### src/rtl/evcap_pkg.sv
// Shared constants for the event-triggered ADC capture block.
// Assumes a 2-bit register address and a 32-bit bus data path.
package evcap_pkg;
    localparam int BUS_W      = 32;
    localparam logic [1:0] ADR_DATA   = 2'd0;
    localparam logic [1:0] ADR_STATUS = 2'd1;
    localparam int ST_EMPTY_BIT = 0;
    localparam int ST_FULL_BIT  = 1;
    localparam int ST_OVF_BIT   = 2;

    typedef enum logic [0:0] {
        SPI_IDLE  = 1'b0,
        SPI_SHIFT = 1'b1
    } spi_state_t;
endpackage

### src/rtl/evcap_sync.sv
// Multi-stage synchroniser for one asynchronous level input.
// Assumes the input is a slowly changing level (an event flag).
module evcap_sync #(
    parameter int STAGES = 2
) (
    input  logic clk,
    input  logic rst_n,
    input  logic async_in,
    output logic sync_out
);
    logic [STAGES-1:0] chain_q;

    // Shift the asynchronous level through the flop chain.
    always_ff @(posedge clk) begin
        if (!rst_n) chain_q <= '0;
        else        chain_q <= {chain_q[STAGES-2:0], async_in};
    end

    assign sync_out = chain_q[STAGES-1];
endmodule

### src/rtl/evcap_spi_rx.sv
// Mode-0 SPI read engine: on start, drops chip select and clocks in
// WORD_W bits, MSB first, each sampled on a rising SCLK. Each SCLK half
// period is CLK_DIV system clocks. Raises done for one cycle with the word.
// Assumes miso is stable around the rising SCLK (the ADC changes it after).
module evcap_spi_rx #(
    parameter int WORD_W  = 16,
    parameter int CLK_DIV = 2
) (
    input  logic              clk,
    input  logic              rst_n,
    input  logic              start,
    input  logic              miso,
    output logic              sclk,
    output logic              cs_n,
    output logic              busy,
    output logic              done,
    output logic [WORD_W-1:0] word
);
    import evcap_pkg::*;

    localparam int DIV_W = (CLK_DIV > 1) ? $clog2(CLK_DIV) : 1;
    localparam int CNT_W = $clog2(WORD_W + 1);

    spi_state_t        state_q;
    logic [DIV_W-1:0]  div_q;
    logic [CNT_W-1:0]  bits_q;
    logic [WORD_W-1:0] shift_q;

    // Sequence chip select, SCLK toggles and bit capture.
    always_ff @(posedge clk) begin
        if (!rst_n) begin
            state_q <= SPI_IDLE;
            div_q   <= '0;
            bits_q  <= '0;
            shift_q <= '0;
            sclk    <= 1'b0;
            cs_n    <= 1'b1;
            done    <= 1'b0;
        end else begin
            done <= 1'b0;
            case (state_q)
                SPI_IDLE: begin
                    if (start) begin
                        state_q <= SPI_SHIFT;
                        cs_n    <= 1'b0;
                        sclk    <= 1'b0;
                        div_q   <= '0;
                        bits_q  <= '0;
                    end
                end
                default: begin
                    if (div_q == DIV_W'(CLK_DIV - 1)) begin
                        div_q <= '0;
                        if (!sclk) begin
                            sclk    <= 1'b1;
                            shift_q <= {shift_q[WORD_W-2:0], miso};
                            bits_q  <= bits_q + 1'b1;
                        end else begin
                            sclk <= 1'b0;
                            if (bits_q == CNT_W'(WORD_W)) begin
                                cs_n    <= 1'b1;
                                state_q <= SPI_IDLE;
                                done    <= 1'b1;
                            end
                        end
                    end else begin
                        div_q <= div_q + 1'b1;
                    end
                end
            endcase
        end
    end

    assign busy = (state_q != SPI_IDLE);
    assign word = shift_q;
endmodule

### src/rtl/evcap_store.sv
// Sample store: a circular FIFO of DEPTH words when USE_FIFO is 1,
// otherwise one holding register. A push while full is ignored and a
// pop while empty is ignored; the caller reports overflow.
module evcap_store #(
    parameter int WORD_W   = 16,
    parameter int DEPTH    = 4,
    parameter bit USE_FIFO = 1'b1
) (
    input  logic              clk,
    input  logic              rst_n,
    input  logic              push,
    input  logic [WORD_W-1:0] push_word,
    input  logic              pop,
    output logic [WORD_W-1:0] head_word,
    output logic              empty,
    output logic              full
);
    generate
        if (USE_FIFO) begin : g_fifo
            localparam int PTR_W = (DEPTH > 1) ? $clog2(DEPTH) : 1;
            localparam int CNT_W = $clog2(DEPTH + 1);

            logic [WORD_W-1:0] mem_q [DEPTH];
            logic [PTR_W-1:0]  wr_q, rd_q;
            logic [CNT_W-1:0]  cnt_q;
            logic              do_push, do_pop;

            assign do_push = push && !full;
            assign do_pop  = pop && !empty;

            // Write the incoming word into the slot at the write pointer.
            always_ff @(posedge clk) begin
                if (do_push) mem_q[wr_q] <= push_word;
            end

            // Advance the pointers and keep the occupancy count.
            always_ff @(posedge clk) begin
                if (!rst_n) begin
                    wr_q  <= '0;
                    rd_q  <= '0;
                    cnt_q <= '0;
                end else begin
                    if (do_push)
                        wr_q <= (wr_q == PTR_W'(DEPTH - 1)) ? '0 : wr_q + 1'b1;
                    if (do_pop)
                        rd_q <= (rd_q == PTR_W'(DEPTH - 1)) ? '0 : rd_q + 1'b1;
                    if (do_push && !do_pop)      cnt_q <= cnt_q + 1'b1;
                    else if (do_pop && !do_push) cnt_q <= cnt_q - 1'b1;
                end
            end

            assign head_word = mem_q[rd_q];
            assign empty     = (cnt_q == '0);
            assign full      = (cnt_q == CNT_W'(DEPTH));
        end else begin : g_hold
            logic [WORD_W-1:0] hold_q;
            logic              valid_q;

            // Keep one word; a pop frees it, a push fills it when free.
            always_ff @(posedge clk) begin
                if (!rst_n) begin
                    hold_q  <= '0;
                    valid_q <= 1'b0;
                end else if (push && !valid_q) begin
                    hold_q  <= push_word;
                    valid_q <= 1'b1;
                end else if (pop) begin
                    valid_q <= 1'b0;
                end
            end

            assign head_word = hold_q;
            assign empty     = !valid_q;
            assign full      = valid_q;
        end
    endgenerate
endmodule

### src/rtl/evt_adc_capture.sv
// Event-triggered ADC capture: synchronises the ADC event flag, runs one
// SPI read per flag assertion, buffers the word and serves it through a
// polled Wishbone-style slave (address 0 data/pop, address 1 status).
// Assumes the ADC releases its flag once a read has completed.
module evt_adc_capture #(
    parameter int WORD_W     = 16,
    parameter int CLK_DIV    = 2,
    parameter int FIFO_DEPTH = 4,
    parameter bit USE_FIFO   = 1'b1
) (
    input  logic        clk,
    input  logic        rst_n,
    input  logic        adc_evt,
    output logic        spi_sclk,
    output logic        spi_cs_n,
    input  logic        spi_miso,
    input  logic        wb_cyc,
    input  logic        wb_stb,
    input  logic        wb_we,
    input  logic [1:0]  wb_adr,
    input  logic [31:0] wb_dat_i,
    output logic [31:0] wb_dat_o,
    output logic        wb_ack
);
    import evcap_pkg::*;

    logic              flag_s;
    logic              armed_q;
    logic              xfer_start;
    logic              xfer_busy;
    logic              xfer_done;
    logic [WORD_W-1:0] xfer_word;
    logic [WORD_W-1:0] head_word;
    logic              st_empty, st_full;
    logic              ovf_q;
    logic              bus_req, rd_data, wr_status;

    evcap_sync #(.STAGES(2)) sync_i (
        .clk(clk), .rst_n(rst_n), .async_in(adc_evt), .sync_out(flag_s)
    );

    assign xfer_start = flag_s && armed_q && !xfer_busy;

    // Re-arm only once the synchronised flag has been seen low.
    always_ff @(posedge clk) begin
        if (!rst_n)          armed_q <= 1'b1;
        else if (xfer_start) armed_q <= 1'b0;
        else if (!flag_s)    armed_q <= 1'b1;
    end

    evcap_spi_rx #(.WORD_W(WORD_W), .CLK_DIV(CLK_DIV)) spi_i (
        .clk(clk), .rst_n(rst_n), .start(xfer_start), .miso(spi_miso),
        .sclk(spi_sclk), .cs_n(spi_cs_n), .busy(xfer_busy),
        .done(xfer_done), .word(xfer_word)
    );

    assign bus_req   = wb_cyc && wb_stb && !wb_ack;
    assign rd_data   = bus_req && !wb_we && (wb_adr == ADR_DATA);
    assign wr_status = bus_req && wb_we && (wb_adr == ADR_STATUS);

    evcap_store #(.WORD_W(WORD_W), .DEPTH(FIFO_DEPTH), .USE_FIFO(USE_FIFO)) store_i (
        .clk(clk), .rst_n(rst_n), .push(xfer_done), .push_word(xfer_word),
        .pop(rd_data), .head_word(head_word), .empty(st_empty), .full(st_full)
    );

    // Sticky overflow: set on a dropped sample, cleared by a write of one.
    always_ff @(posedge clk) begin
        if (!rst_n)                              ovf_q <= 1'b0;
        else if (xfer_done && st_full)           ovf_q <= 1'b1;
        else if (wr_status && wb_dat_i[ST_OVF_BIT]) ovf_q <= 1'b0;
    end

    // Register the acknowledge and the read data for each request.
    always_ff @(posedge clk) begin
        if (!rst_n) begin
            wb_ack   <= 1'b0;
            wb_dat_o <= '0;
        end else begin
            wb_ack   <= bus_req;
            wb_dat_o <= '0;
            if (bus_req && !wb_we) begin
                if (wb_adr == ADR_DATA && !st_empty)
                    wb_dat_o <= BUS_W'(head_word);
                else if (wb_adr == ADR_STATUS)
                    wb_dat_o <= BUS_W'({ovf_q, st_full, st_empty});
            end
        end
    end
endmodule

### config.mk
export PLATFORM = sky130hd
export DESIGN_NAME = evt_adc_capture
export DESIGN_NICKNAME = d
export VERILOG_FILES = /design/src/rtl/evcap_pkg.sv /design/src/rtl/evcap_sync.sv /design/src/rtl/evcap_spi_rx.sv /design/src/rtl/evcap_store.sv /design/src/rtl/evt_adc_capture.sv
export SDC_FILE = /design/constraint.sdc
export NUM_CORES = 1
export LEC_CHECK = 0
export CAP_MARGIN = 20
export CORE_AREA = 4 4 139 141
export CTS_BUF_LIST = sky130_fd_sc_hd__clkbuf_8
export DETAILED_ROUTE_END_ITERATION = 7
export DIE_AREA = 0 0 143 145
export PLACE_DENSITY = 0.45
export SLEW_MARGIN = 0
export SYNTH_ARGS = -nofsm -noshare
export SYNTH_HDL_FRONTEND = slang
export SYNTH_SLANG_ARGS = --single-unit
### constraint.sdc
create_clock -name clk -period 4.5 [get_ports clk]
set_clock_uncertainty 0.1 [all_clocks]
set_input_delay 0.9 -clock clk [delete_from_list [all_inputs] [get_ports clk]]
set_output_delay 0.9 -clock clk [all_outputs]
set_load 0.005 [all_outputs]
### Yosys cells after proc, flatten, opt, wreduce, memory -nomap -nowiden

Memory sizes are Yosys's and may differ from the RTL's. A register that Yosys moved wholly into a read port is not among the register bits.
Index checks and enable logic that the tools add are counted.

| cells by class | value |
|---|---|
| divide/modulo/power cells | 0 |
| shifts and indexed selects | 0 |
| reductions and logical operators | 34 |
| add/sub/neg operators | 6 |
| order comparisons | 0 |
| multiplexer cells | 34 |
| multiply operators | 0 |
| bitwise logic cells | 3 |
| equal/unequal tests | 10 |

Operator list:

| operator | count |
|---|---|
| two-way mux 1 bit | 22 |
| two-way mux 5 bit | 4 |
| two-way mux 16 bit | 1 |
| logical AND 1 bit | 15 |
| two-way mux 3 bit | 3 |
| two-way mux 2 bit | 4 |
| AND reduction 4 bit | 2 |
| zero test 1 bit | 7 |
| inequality test 2 bit, second input constant | 3 |
| AND reduction 3 bit | 2 |
| nonzero test 2 bit | 3 |
| adder 5 x 1 -> 5 bit, second input constant | 1 |
| equality test 5 bit, second input constant | 1 |
| adder 2 x 1 -> 2 bit, second input constant | 2 |
| equality test 2 bit, second input constant | 2 |
| inequality test 2 x 1 -> 1 bit, second input constant | 2 |
| AND reduction 2 bit | 2 |
| adder 3 x 1 -> 3 bit, second input constant | 1 |
| equality test 3 bit, second input constant | 1 |
| zero test 3 bit | 1 |
| NOT 1 bit | 3 |
| OR reduction 3 bit | 1 |
| subtractor 3 x 1 -> 3 bit, second input constant | 1 |
| equality test 2 x 1 -> 1 bit, second input constant | 1 |
| 2 further kinds | 2 |

| storage, ports and cells | value |
|---|---|
| ROM bits | 0 |
| bits in latches | 0 |
| word-level logic and storage cells | 104 |
| register bits | 70 |
| bits in writable memories | 64 |
| memories kept | 1 |
| output and inout bits | 35 |

Memory list:

| memory | depth | bits a word | read ports | clocked after memory_dff | write ports | line | text |
|---|---|---|---|---|---|---|---|
| store_i.g_fifo.mem_q | 4 | 16 | 1 | 1 | 1 | evcap_store.sv:23 | `logic [WORD_W-1:0] mem_q [DEPTH];` |

### Depth between registers and ports, before layout

| logic depth | value |
|---|---|
| word-level depth | 8 |
| mapped depth | 9 |
| depth with buffers taken out | 9 |

### Modules after synthesis

A second synthesis with hierarchy kept.

| second synthesis, totals | value |
|---|---|
| cells, all modules | 332 |
| area total of the unflattened synthesis | 4700.8 µm² |

By module, submodules not included:

| module | instances | cells each | sequential area each (µm²) | area an instance (µm²) |
|---|---|---|---|---|
| evcap_store | 1 | 135 | 2102.0 | 2826.5 |
| evcap_spi_rx | 1 | 122 | 520.5 | 1068.5 |
| evt_adc_capture | 1 | 71 | 380.4 | 753.2 |
| evcap_sync | 1 | 4 | 40.0 | 52.6 |

### Least setup slack after synthesis

No wires, ideal clock.

| path | value |
|---|---|
| kind | input to register |
| start | input port wb_adr[1] |
| end | register store_i.g_fifo.cnt_q[2] |
| path slack | 1788 ps |
| arrival time | 2542 ps |
| cell stages on the path | 9 |
| path buffers | 0 |
| library setup time | 70 ps |
| path through | nand4bb_4 -> nor4_1 -> inv_1 -> ha_1 -> inv_1 -> fa_1 -> xor2_1 -> or3_1 -> a21oi_1 |

| between the ends | value |
|---|---|
| word-level cells in the longest chain between the ends | 6 |
| elaborated cells on any way between the ends | 8 |
| classes of those cells | mux (1); reduce/logical (7) |

RTL lines:

| element | line | text |
|---|---|---|
| start: declaration | evt_adc_capture.sv:20 | `input logic [1:0] wb_adr,` |
| zero test 2 bit * | evt_adc_capture.sv:58 | `assign rd_data = bus_req && !wb_we && (wb_adr == ADR_DATA);` |
| logical AND 1 bit * | evt_adc_capture.sv:58 |  |
| logical AND 1 bit * | evcap_store.sv:29 | `assign do_pop = pop && !empty;` |
| zero test 1 bit | evcap_store.sv:47 | `if (do_push && !do_pop) cnt_q <= cnt_q + 1'b1;` |
| logical AND 1 bit | evcap_store.sv:47 |  |
| two-way mux 3 bit or nonzero test 2 bit (tied branches) | - |  |
| end signal: assignment | evcap_store.sv:47 |  |
| end signal: assignment | evcap_store.sv:48 | `else if (do_pop && !do_push) cnt_q <= cnt_q - 1'b1;` |
| end: declaration | evcap_store.sv:25 | `logic [CNT_W-1:0] cnt_q;` |

Mark *: on every way between the ends. The rest lies on a longest branch, timed or not.
A chain may end at the register's enable or synchronous reset.

### Final worst setup path

| path | value |
|---|---|
| start | input port wb_stb |
| end | register store_i.g_fifo.cnt_q[2] |

| between the ends | value |
|---|---|
| word-level cells in the longest chain between the ends | 8 |
| elaborated cells on any way between the ends | 10 |
| classes of those cells | mux (1); reduce/logical (9) |

RTL lines:

| element | line | text |
|---|---|---|
| start: declaration | evt_adc_capture.sv:18 | `input logic wb_stb,` |
| logical AND 1 bit * (2 in series) | evt_adc_capture.sv:57 | `assign bus_req = wb_cyc && wb_stb && !wb_ack;` |
| logical AND 1 bit * (2 in series) | evt_adc_capture.sv:58 |  |
| logical AND 1 bit * | evcap_store.sv:29 |  |
| zero test 1 bit | evcap_store.sv:47 |  |
| logical AND 1 bit | evcap_store.sv:47 |  |
| two-way mux 3 bit or nonzero test 2 bit (tied branches) | - |  |

Marked as above.

==> flow_summary.yaml <==
logic_synthesis:
  ys_seq_elements: 120
  ys.warnings.count: 0
  yosysSeqAreaShare_pct: 65.7
  syn-cell-area_um2: 4630
  ys_types: 43
  synth-xor-area-share_pct: 0.756
  synth.area.mux_share_pct: 8.43
  synthesis.instances: 329
  synth-async-reset-ratio_pct: 0
  synthFlopType: "edfxtp_1"
  synth_edf_count: 64
  synth_top_family_by_area: "simple AND/OR/NAND/NOR gates"
  synth_compound_area_share_pct: 4.75
  synthAdderAreaFrac_pct: 2.59
  synthSimpleGateAreaFrac_pct: 12.4
  syn_area_per_cell_um2: 14.1
setup_path:
  path_cells: "clkdlybuf4s50_1 > nand4bb_4 > nor4_1 > inv_1 > ha_1 > inv_1 > fa_1 > xor2_1 > or3_1 > a21oi_1"
  arrival_ns: 3.23
  crit_slowest_cell: "nor4_1"
  reg2reg_setup_slack_ns: 2.07
  cp.required_ns: 4.76
  endpoint_kind: "flip-flop"
  critPathLaunchType: "input port"
  slowest_delay_ns: 0.54
  path_max_fanout: 4
  cp_common_cell: "inv_1"
  critPathKind: "in2reg"
route:
  drt_iter0_drc: 119
  wl_met2_um: 3830
  drt-wirelength-per-cell_um: 13.8
  wl_met1_um: 3850
  wirelength_um: 8350
  met3_length_um: 564
  antenna_left: 0
  drc: 0
  first_pass_iters: 4
  via_per_inst: 4.18
  vias: 2533
  highest_layer: "met4"
placed_design:
  portBuffers: 28
  gp_congestion: 0.720
  placed_cell_area_um2: 5070
  dp_hpwl_um: 5060
sta:
  hold_slack_ns: 0.316
  finalSetupTns_ns: 0
  fin_crit_sh_pct: 66.1
  fmax_mhz: 336
  rsz0062_at_grt: "no"
  setup_viol: 0
  slew_viol_final: 0
  fin_crit_ns: 2.98
  finalHoldViolCount: 0
  tightest_slew_ns: 0.950
  slew-limit-headroom_pct: 36.6
floorplan:
  ios: 76
  start_util_pct: 25.8
  dieArea_um2: 20700
  rows: 49
  die_height_um: 145
  coreArea_um2: 18000
  fp.dieW_um: 143
global_route:
  grt_max_degree: 22
  grt_pass1_vias: 2468
  antenna_found_initial: 0
  grt_use_total_pct: 8.57
  grt_pass1_wl_um: 13400
  gr-total-overflow: 0
finish:
  nets: 414
  n_fill_cell: 1817
  syn_to_final_growth_pct: 16.8
  antenna_cells: 0
  drive_above_1_share_pct: 15.6
  final_area_um2: 5410
cts:
  cts_tree: "yes"
  ctsHoldBuffers: 0
  cts_buffers: 17
  post_cts_resized: 0
  cts_sinks: 120
  clk_latency_ns: 0.44
  cts_buffer_depth: 2
  cts-htree-levels: 4
  clkTransAtPathRegs_ns: 0.07
  root_buffer: "clkbuf_8"
  post-cts-setup-buffers: 0
status:
  status: "completed"
min_path:
  hold_path_class: "reg2reg"
pwr:
  p_total_w: 0.00201
  leakage_nw: 1.81
  ir_drop_v: 0.000188
  powerDensity_nw_per_um2: 371
job:
  drv_cap: 0
-- sequential cells by signal, indices dropped and copies added, names as in the netlist, named ones only --
register / cells
store_i.g_fifo.wr_q: 2
store_i.g_fifo.mem_q: 64
spi_i.word: 16
store_i.g_fifo.rd_q: 2
spi_i.busy: 1
armed_q: 1
wb_dat_o: 16
spi_i.sclk: 1
wb_ack: 1
spi_i.div_q: 1
sync_i.chain_q: 2
ovf_q: 1
store_i.g_fifo.cnt_q: 3
spi_i.done: 1
spi_i.cs_n: 1
spi_i.bits_q: 5
-- critical path: cells and delay by family --
kind	cells	cell delay [ns]
AOI/OAI and AO/OA	1	0.14
xor gates and xnor gates	1	0.08
adders and majority gates	2	0.42
buffers and inverters	3	0.69
and+or+nand+nor	3	1.00
-- metrics by stage --
step | utilization [%] | setup slack (ns) | std cells
finish | 30.1 | 1.52 | 606
global route | 30.1 | 1.33 | 606
CTS | 30.1 | 1.51 | 606
detailed placement | 28.3 | 1.05 | 574
global placement | 28.3 | 1.08 | 574
floorplan | - | 1.79 | 344
-- path summary, 6_finish.rpt --
path	start	cells after the start	endpoint
max	wb_stb	10	store_i.g_fifo.cnt_q[2]
min	sync_i.chain_q[1]	1	armed_q
max reg2reg	store_i.g_fifo.cnt_q[0]	9	store_i.g_fifo.cnt_q[2]
min reg2reg	sync_i.chain_q[1]	1	armed_q
-- Yosys cell counts, types with 2 or more instances --
library cell,n,area share (%)
nor3_1,2,0.22
o22ai_2,3,0.81
and2b_1,6,0.97
or3_1,3,0.41
nor2_1,5,0.41
a21oi_1,25,2.7
mux2i_1,3,0.65
nand2_1,44,3.6
nor4_1,2,0.27
dfxtp_1,56,24
clkbuf_1,5,0.41
xor2_1,3,0.57
o21ai_0,5,0.54
edfxtp_1,64,41
nand3b_1,3,0.49
buf_4,17,2.8
mux4_2,16,7.8
inv_1,12,0.97
ha_1,8,2.2
buf_2,5,0.54
and2_1,7,0.95
nand3_1,8,0.86
nor2b_4,7,2.1
-- cells in the final DEF, fill, tap and decap left out, types with 5 or more instances in the layout --
cell / synthesis / layout
o21ai_0: 5 / 5
dfxtp_1: 56 / 56
ha_1: 8 / 8
clkbuf_8: 0 / 17
nor2b_4: 7 / 7
edfxtp_1: 64 / 64
mux4_2: 16 / 16
a21oi_1: 25 / 25
clkdlybuf4s50_1: 0 / 28
conb_1: 1 / 16
and2_1: 7 / 7
nor2_1: 5 / 5
and2b_1: 6 / 6
inv_1: 12 / 13
nand3_1: 8 / 8
nand2_1: 44 / 44
inv_6: 0 / 5
-- area by class of cell --
type | instances | area, µm² | share of cell area (%)
repair buffers | 30 | 295 | 5.46
multi-input cells | 182 | 1400 | 25.9
flip-flops and latches | 120 | 3040 | 56.2
clock inverters | 15 | 101 | 1.87
inverters | 13 | 48.8 | 0.902
well taps | 229 | 287 | 5.30
clock buffers | 17 | 234 | 4.32
-- logic make-up after synthesis --
group,after synthesis
compound gates,37
xor+xnor,4
fa+ha+maj,9
buf+inv,42
flops,120
mux,19
other cells,1
simple gates,97
-- power breakdown --
group | internal (W) | leakage [nW] | switching (W)
logic | 0.0000147 | 0.598 | 0.0000182
registers | 0.00114 | 1.04 | 0.00000347
clock network | 0.000379 | 0.170 | 0.000446
-- layer usage --
layer	global-route usage, %	vias up
met4	2.71	0
met1	11.1	1228
li1	-	1220
met5	0	-
met2	12.6	72
met3	4.11	13
Note: power is estimated with default switching activity, not from simulation.
